[config.mk]
export PLATFORM = sky130hd
export DESIGN_NAME = zone_guard
export DESIGN_NICKNAME = d
export VERILOG_FILES = /design/src/rtl/zg_pkg.sv /design/src/rtl/zg_zone_regs.sv /design/src/rtl/zg_perm.sv /design/src/rtl/zg_pend_queue.sv /design/src/rtl/zone_guard.sv
export SDC_FILE = /design/constraint.sdc
export NUM_CORES = 1
export LEC_CHECK = 0
export ABC_AREA = 1
export BUFFER_PORTS_ARGS = -buffer_cell sky130_fd_sc_hd__clkbuf_2
export CORE_ASPECT_RATIO = 1.75
export CORE_MARGIN = 2
export CORE_UTILIZATION = 49
export CTS_CLUSTER_SIZE = 25
export DETAILED_ROUTE_END_ITERATION = 10
export HOLD_SLACK_MARGIN = 0.12
export PLACE_DENSITY_LB_ADDON = 0.2
export SLEW_MARGIN = 5
export SYNTH_ARGS = -nofsm -noshare
export SYNTH_HDL_FRONTEND = slang
export SYNTH_HIERARCHICAL = 1
export SYNTH_SLANG_ARGS = --single-unit
[constraint.sdc]
create_clock -name clk -period 2.7 [get_ports clk]
set_input_delay 0.135 -clock clk [delete_from_list [all_inputs] [get_ports clk]]
set_output_delay 0.135 -clock clk [all_outputs]
set_load 0.005 [all_outputs]
[src/rtl/zg_pkg.sv]
package zg_pkg;
  localparam int unsigned ZONE_SLOTS = 16;
  localparam int unsigned ZSEL_W     = 4;
  localparam int unsigned ZREG_W     = 2 * ZONE_SLOTS;

  typedef enum logic [1:0] {
    ACC_READ  = 2'b00,
    ACC_WRITE = 2'b01,
    ACC_FETCH = 2'b10,
    ACC_ALTRD = 2'b11
  } acc_kind_e;

  typedef enum logic [1:0] {
    ZM_LOCK = 2'b00,  // user locked out, privileged reads always
    ZM_PAGE = 2'b01,  // page bits as given
    ZM_SUPV = 2'b10,  // page bits for user, privileged unrestricted
    ZM_OPEN = 2'b11   // unrestricted
  } zone_mode_e;
endpackage

[src/rtl/zg_zone_regs.sv]
module zg_zone_regs
  import zg_pkg::*;
#(
  parameter int unsigned ZONES     = 16,
  parameter logic [31:0] RESET_VAL = 32'h5555_5555
) (
  input  logic              clk,
  input  logic              rst_n,
  input  logic              wr_en,
  input  logic [ZREG_W-1:0] wr_data,
  input  logic [ZSEL_W-1:0] sel,
  output zone_mode_e        mode
);
  logic [1:0] field [ZONE_SLOTS];

  for (genvar i = 0; i < ZONE_SLOTS; i++) begin : g_zone
    if (i < ZONES) begin : g_impl
      logic [1:0] fld_q;
      always_ff @(posedge clk) begin
        if (!rst_n)     fld_q <= RESET_VAL[2*i +: 2];
        else if (wr_en) fld_q <= wr_data[2*i +: 2];
      end
      assign field[i] = fld_q;
    end else begin : g_fixed
      logic unused_bits;
      assign unused_bits = ^wr_data[2*i +: 2];
      assign field[i]    = 2'b11;
    end
  end

  assign mode = zone_mode_e'(field[sel]);
endmodule

[src/rtl/zg_perm.sv]
module zg_perm
  import zg_pkg::*;
(
  input  zone_mode_e mode,
  input  acc_kind_e  kind,
  input  logic       user,
  input  logic       pg_ex,
  input  logic       pg_wr,
  output logic       deny
);
  logic may_rd, may_wr, may_ex;

  always_comb begin
    may_rd = 1'b1;
    may_wr = pg_wr;
    may_ex = pg_ex;
    unique case (mode)
      ZM_LOCK: if (user) begin
        may_rd = 1'b0;
        may_wr = 1'b0;
        may_ex = 1'b0;
      end
      ZM_PAGE: ;
      ZM_SUPV: if (!user) begin
        may_wr = 1'b1;
        may_ex = 1'b1;
      end
      ZM_OPEN: begin
        may_wr = 1'b1;
        may_ex = 1'b1;
      end
      default: ;
    endcase
    unique case (kind)
      ACC_WRITE: deny = !may_wr;
      ACC_FETCH: deny = !may_ex;
      default:   deny = !may_rd;
    endcase
  end
endmodule

[src/rtl/zg_pend_queue.sv]
module zg_pend_queue #(
  parameter int unsigned DEPTH = 4,
  localparam int unsigned PTR_W = (DEPTH > 1) ? $clog2(DEPTH) : 1,
  localparam int unsigned CNT_W = $clog2(DEPTH + 1)
) (
  input  logic             clk,
  input  logic             rst_n,
  input  logic             push,
  input  logic             push_flag,
  input  logic             pop,
  input  logic             flush,
  output logic [CNT_W-1:0] count,
  output logic             head_flag,
  output logic             full
);
  logic [DEPTH-1:0] flags_q;
  logic [PTR_W-1:0] wr_ptr, rd_ptr;
  logic             do_push, do_pop;

  assign full      = (count == CNT_W'(DEPTH));
  assign head_flag = flags_q[rd_ptr];
  assign do_push   = push && !flush;
  assign do_pop    = pop && !flush && (count != '0);

  function automatic logic [PTR_W-1:0] bump(input logic [PTR_W-1:0] p);
    return (p == PTR_W'(DEPTH - 1)) ? '0 : p + PTR_W'(1);
  endfunction

  always_ff @(posedge clk) begin
    if (!rst_n || flush) begin
      wr_ptr <= '0;
      rd_ptr <= '0;
      count  <= '0;
    end else begin
      if (do_push) wr_ptr <= bump(wr_ptr);
      if (do_pop)  rd_ptr <= bump(rd_ptr);
      count <= count + CNT_W'(do_push) - CNT_W'(do_pop);
    end
  end

  always_ff @(posedge clk) begin
    if (!rst_n)       flags_q <= '0;
    else if (do_push) flags_q[wr_ptr] <= push_flag;
  end
endmodule

[src/rtl/zone_guard.sv]
module zone_guard
  import zg_pkg::*;
#(
  parameter int unsigned ZONES     = 16,
  parameter int unsigned DEPTH     = 4,
  parameter logic [31:0] RESET_VAL = 32'h5555_5555,
  localparam int unsigned CNT_W    = $clog2(DEPTH + 1)
) (
  input  logic        clk,
  input  logic        rst_n,
  input  logic        zpr_we,
  input  logic [31:0] zpr_wdata,
  input  logic        req_valid,
  output logic        req_ready,
  input  logic [1:0]  req_kind,
  input  logic        req_user,
  input  logic        req_pg_ex,
  input  logic        req_pg_wr,
  input  logic [3:0]  req_zsel,
  output logic        rsp_valid,
  input  logic        rsp_ready,
  output logic [1:0]  rsp_kind,
  output logic        rsp_fault,
  input  logic        exec_fire,
  input  logic        flush,
  output logic        isi_fault
);
  zone_mode_e       mode;
  acc_kind_e        kind;
  logic             deny, fire, is_fetch, q_full, q_head;
  logic [CNT_W-1:0] q_cnt;

  assign kind     = acc_kind_e'(req_kind);
  assign is_fetch = (kind == ACC_FETCH);
  assign req_ready = (!rsp_valid || rsp_ready) && !q_full;
  assign fire     = req_valid && req_ready;

  zg_zone_regs #(.ZONES(ZONES), .RESET_VAL(RESET_VAL)) u_zones (
    .clk(clk), .rst_n(rst_n), .wr_en(zpr_we), .wr_data(zpr_wdata),
    .sel(req_zsel), .mode(mode)
  );

  zg_perm u_perm (
    .mode(mode), .kind(kind), .user(req_user),
    .pg_ex(req_pg_ex), .pg_wr(req_pg_wr), .deny(deny)
  );

  zg_pend_queue #(.DEPTH(DEPTH)) u_pend (
    .clk(clk), .rst_n(rst_n), .push(fire && is_fetch), .push_flag(deny),
    .pop(exec_fire), .flush(flush), .count(q_cnt), .head_flag(q_head),
    .full(q_full)
  );

  always_ff @(posedge clk) begin
    if (!rst_n) begin
      rsp_valid <= 1'b0;
      rsp_kind  <= 2'b00;
      rsp_fault <= 1'b0;
    end else if (fire) begin
      rsp_valid <= 1'b1;
      rsp_kind  <= req_kind;
      rsp_fault <= deny && !is_fetch;
    end else if (rsp_ready) begin
      rsp_valid <= 1'b0;
    end
  end

  always_ff @(posedge clk) begin
    if (!rst_n) isi_fault <= 1'b0;
    else        isi_fault <= exec_fire && !flush && (q_cnt != '0) && q_head;
  end
endmodule

# After elaboration in Yosys (flattened, before gate mapping)
# Cells that the tools add are included.
# classes
n_bitwise,1
eq_ne,7
order_cmp,4
reduce_logical,22
n_mux,21
addsub,4
# ops
cell,n
$eq A2 B2 Y1 const B,5
$mux W1,10
$logic_and A1 B1 Y1,9
$bmux W2 S4,1
$logic_not A1 Y1,8
$mux W2,4
$lt A2 B3 Y1 const B,2
$pmux W1 S3,2
$ge A5 B5 Y1 const B,1
$not A4 Y5,1
$add A2 B1 Y2 const B,2
$bwmux W4,1
$add A3 B1 Y3,1
$eq A3 B3 Y1 const B,1
$reduce_bool A3 Y1,1
$sub A3 B1 Y3,1
$bmux W1 S2,1
$demux W1 S2,1
$eq A2 B1 Y1 const B,1
$ge A2 B1 Y1 const B,1
$logic_not A2 Y1,1
$logic_or A1 B1 Y1,2
$pmux W1 S2,1
$reduce_bool A2 Y1,1
# word_totals
wordCells,83
reg_bits,48

# Longest topological paths before layout
# depth
ltp_word,9
depth_mapped,15
depth_no_buf,14

# By module
# The synthesis kept the hierarchy.
# modules_own_cells
module,area_each_um2,seq_area_each_um2,cells_per_inst,instances
zg_zone_regs,1430.1,640.6,209,1
zg_pend_queue,639.4,220.2,87,1
zone_guard,251.5,100.1,34,1
zg_perm,95.1,0.0,19,1

# Worst setup path before layout
# No wires, ideal clock.
# synth_path
path_kind,register to register
startpoint,reg u_pend.count[1]
endpoint,reg u_pend.count[2]
n_path_buf,0
arrival_time_ns,2.062
stages_incl_launch_ff,14
setup_ns,0.115
setup_slack_ns,0.523
period_less_slack_ns,2.177
path_cell_list,dfxtp_1 inv_1 nand2_1 nor2_1 inv_2 nand4_1 nor2_1 nand2_2 ha_1 inv_1 ha_1 fa_1 a21oi_1 nor2_1
# synth_between
elab_chain_len,8
word_cells_on_any_way,10
classes_between,add/sub (2); eq/ne (1); reduce/logical (7)
# synth_rtl
item,line,source
"start, declared",zg_pend_queue.sv:12,"output logic [CNT_W-1:0] count,"
"start signal, assigned",zg_pend_queue.sv:37,count <= count + CNT_W'(do_push) - CNT_W'(do_pop);
$eq A3 B3 Y1,zg_pend_queue.sv:20,assign full = (count == CNT_W'(DEPTH));
net q_full,zone_guard.sv:30,"logic deny, fire, is_fetch, q_full, q_head;"
$logic_not A1 Y1,zone_guard.sv:35,assign req_ready = (!rsp_valid || rsp_ready) && !q_full;
$logic_and A1 B1 Y1,zone_guard.sv:35,
$logic_and A1 B1 Y1,zone_guard.sv:36,assign fire = req_valid && req_ready;
$logic_and A1 B1 Y1,zone_guard.sv:49,".clk(clk), .rst_n(rst_n), .push(fire && is_fetch), .push_flag(deny),"
$logic_and A1 B1 Y1,zg_pend_queue.sv:22,assign do_push = push && !flush;
$add A3 B1 Y3,zg_pend_queue.sv:37,
$sub A3 B1 Y3,zg_pend_queue.sv:37,
# The timed path passes the listed nets, and every way through them passes these cells.
# A chain may end at the register's enable or synchronous reset.

# Worst setup path after layout
# Ends and elaborated chain as after synthesis.

==> impl_metrics.toml <==
[sta]
slew-limit-headroom_pct = 46.3
maximum_achievable_frequency_mhz = 410
fin_hold_ws_ns = 0.113
setup_total_negative_slack_ns = 0
drv_slew = 0
pin_slew_with_the_least_headroom_to_its_limit_ns = 0.804
rsz0062_at_grt = "no"
fin_ws_ns = 0.261
final_min_period_over_clock_period_pct = 90.4
fin_worst_skew_ns = 0.0118
timing.final.crit_period_ns = 2.44
report.final.hold_viol_count = 0
report.final.setup_viol = 0

[floorplanning]
boundaryPins = 54
floorplan.initialDensity_pct = 51.3
dieArea_um2 = 5530
core_area_um2 = 4710
fp.dieW_um = 57.1
row_count = 33
chipHeight_um = 96.9

[logic_synthesis]
synth_seq_cells = 48
synth_area_um2 = 2420
yosys_warnings = 6
yosys-top-cells-count = "sky130_fd_sc_hd__nand2_1, sky130_fd_sc_hd__inv_1, sky130_fd_sc_hd__dfxtp_1"
synth_sequential_area_ratio_pct = 39.8
edff_count_synth = 0
synth_flop_cell = "sky130_fd_sc_hd__dfxtp_1"
synth.area.top_cells = "sky130_fd_sc_hd__dfxtp_1, sky130_fd_sc_hd__nand2_1, sky130_fd_sc_hd__inv_1"
synth_nets = 407
post_synth_num_cell_types = 26
syn-instance-count = 349
synthDominantAreaCellType = "sky130_fd_sc_hd__dfxtp_1"
yosys.area.top_type_share_pct = 39.8
synth.most_common_cell = "sky130_fd_sc_hd__nand2_1"
synthArstFlopShare_pct = 0
syn_area_per_cell_um2 = 6.92

[detailed_routing]
ant_nets = 0
wl_mm = 5.46
via_per_instance_ratio = 5.04
count_of_tritonroute_iterations_in_the_first_routing_pass = 4
drt_iter0_drc = 101
dr_total_vias = 2389
routedWlPerCell_um = 11.5
drc = 0

[power_and_ir_drop]
cellInternalPower_uw = 1030
clkPwrFrac_pct = 29.0
leakage_power_uw = 0.00151
p_switching_uw = 382
sequentialPowerShare_pct = 53.9
power_density_nw_per_um2 = 466
switching_share_pct = 27.1
ir_worst_vdd_mv = 0.383
comb_power_share_pct = 17.1

[grt]
grt_antenna_before_repair = 0
pin_count_of_the_biggest_net_entering_global_routing = 34
grt_pass1_wl_mm = 9.43
grt_pass1_vias = 2253
global_route.usage.total_pct = 21.0
globalRouteOverflowTotal = 0

[worst_setup_path]
rrSetupSlack_ns = 0.26
worstRegToRegCells = 13
critical_path.max_fanout = 4
path_class = "register to register"
startpoint = "u_pend/count[1]"
cp.arrival_ns = 2.63
timing.critical_path.to_type = "register"
r2r_start = "u_pend/count[1]"
cp-start-kind = "register"
critical_path_required_ns = 2.89
r2r_end = "u_pend/count[2]"

[hold_path]
min_delay_path_depth = 3
whs_endpoint = "u_zones/g_zone[8].g_impl.fld_q[1]"
worst_hold_startpoint = "zpr_wdata[17]"
timing.hold.worst.class = "input pin to register"

[clocking]
cts_max_path_buffers = 2
clk_latency_ns = 0.30
clock_sink_total = 48
number_of_clock_buffers_inserted_by_tritoncts = 5
cts_tree = "built"
cts_root_buffer = "sky130_fd_sc_hd__clkbuf_8"
cts.reportedPaths.clkPinSlew_ns = 0.09
cts_setup_buffers = 0
htree_num_levels = 2
cts_resized = 0

[cells_and_area]
post_layout_inst_area_um2 = 3020
n_antenna_cell = 0
fin_cells = 474
fin_nets = 480
fillCellCount = 451
drive_above_1_share_pct = 18.7
area.growth.synth_to_final_pct = 25.2

[placed_design]
post_dp_cell_area_um2 = 2680
dp_worst_setup_slack_ns = 0.280
routabilityCongestion = 0.800
numPortBuffers = 53
half_perimeter_wire_length_of_the_detailed_placement_result_mm = 3.87
dpl.cell_count = 441

[run_status]
outcome = "completed"

[job]
timing.max_cap.violations = 0
-- final cells by class --
class / instances / area [µm²] / share of cell area [%]
clock inverter: 2 / 12.5 / 0.414
multi-input combinational: 224 / 1150 / 38.1
sequential: 48 / 961 / 31.8
tap: 52 / 65.1 / 2.15
inverter: 64 / 240 / 7.94
timing repair buffer: 79 / 526 / 17.4
clock buffer: 5 / 68.8 / 2.28
-- power by group through the flow --
stage               logic, µW  registers [µW]  clock network, µW
CTS                       242             759                425
global placement          208             774                  0
finish                    241             759                409
detailed placement        211             775                  0
floorplan                 140             773                  0
global route              277             763                450
-- through the flow --
stage	power, µW	util (%)
6_report	1410	64.2
4_1_cts	1430	64.2
2_1_floorplan	913	-
5_1_grt	1490	64.2
3_5_place_dp	986	57.0
3_3_place_gp	982	57.0
-- cell families (layout without fill, tap and decap cells) --
logic type	count (synthesis)	count (layout)	synth area share (%)
DFF	48	48	39.8
and+or+nand+nor	135	135	25.2
adders and majority gates	10	10	5.49
AOI/OAI and AO/OA	79	79	16.9
buffers and inverters	77	150	12.6
-- routing by layer --
metal / GRT usage (%) / up-vias / part of all wire, %
met5: 0 / - / 0
met1: 22.3 / 1064 / 40
met2: 39.3 / 66 / 55
met4: 8.59 / 0 / 2.0
met3: 3.07 / 10 / 3.8
li1: - / 1249 / -
-- cell usage in the layout (no fill, tap or decap) --
cell type and n:
sky130_fd_sc_hd__a21oi_2 2, sky130_fd_sc_hd__a21boi_0 1, sky130_fd_sc_hd__nor2_4 2, sky130_fd_sc_hd__nor3_1 1, sky130_fd_sc_hd__inv_1 58, sky130_fd_sc_hd__nor2_1 18, sky130_fd_sc_hd__nand2_1 69, sky130_fd_sc_hd__a21oi_1 40
sky130_fd_sc_hd__nand2_4 1, sky130_fd_sc_hd__nand4_1 2, sky130_fd_sc_hd__nand3_1 34, sky130_fd_sc_hd__clkbuf_2 53, sky130_fd_sc_hd__o21ai_0 32, sky130_fd_sc_hd__dfxtp_1 48, sky130_fd_sc_hd__dlygate4sd3_1 26, sky130_fd_sc_hd__o21ai_1 3
sky130_fd_sc_hd__clkbuf_8 5, sky130_fd_sc_hd__nor2_2 3, sky130_fd_sc_hd__nand3_4 1, sky130_fd_sc_hd__ha_1 9, sky130_fd_sc_hd__and2_1 1, sky130_fd_sc_hd__o21ai_2 1, sky130_fd_sc_hd__nand2_2 3, sky130_fd_sc_hd__inv_2 6
sky130_fd_sc_hd__clkinvlp_4 1, sky130_fd_sc_hd__fa_1 1, sky130_fd_sc_hd__clkinv_2 1
-- state kept, by name, summed over array words and instances (netlist names) --
signal	cells
rsp_valid	1
rsp_fault	1
u_zones/g_zone.g_impl.fld_q	32
u_pend/wr_ptr	2
u_pend/flags_q	4
u_pend/count	3
rsp_kind	2
isi_fault	1
u_pend/rd_ptr	2
-- worst max-delay path, stage by stage, from the launching register on --
cell	delay [ns]
sky130_fd_sc_hd__dfxtp_1	0.37
sky130_fd_sc_hd__inv_1	0.09
sky130_fd_sc_hd__nand2_1	0.11
sky130_fd_sc_hd__nor2_1	0.07
sky130_fd_sc_hd__inv_2	0.08
sky130_fd_sc_hd__nand4_1	0.14
sky130_fd_sc_hd__nor2_1	0.23
sky130_fd_sc_hd__nand2_2	0.13
sky130_fd_sc_hd__ha_1	0.29
sky130_fd_sc_hd__inv_1	0.04
sky130_fd_sc_hd__ha_1	0.19
sky130_fd_sc_hd__fa_1	0.39
sky130_fd_sc_hd__a21oi_1	0.14
sky130_fd_sc_hd__nor2_1	0.07
-- how the worst max path moves through the flow --
stage | endpoint | slack [ns]
2_1_floorplan | u_pend/count[2] | 0.52
3_3_place_gp | u_pend/count[2] | 0.38
3_5_place_dp | u_pend/count[2] | 0.28
4_1_cts | u_pend/count[2] | 0.26
5_1_grt | u_pend/count[2] | 0.06
6_report | u_pend/count[2] | 0.26
-- timing repair --
item                       4_1_cts  5_1_grt
hold buffers                    26        0
setup endpoints to repair        0        0
hold endpoints to repair        26        0
Note: power is estimated with default switching activity, not from simulation.
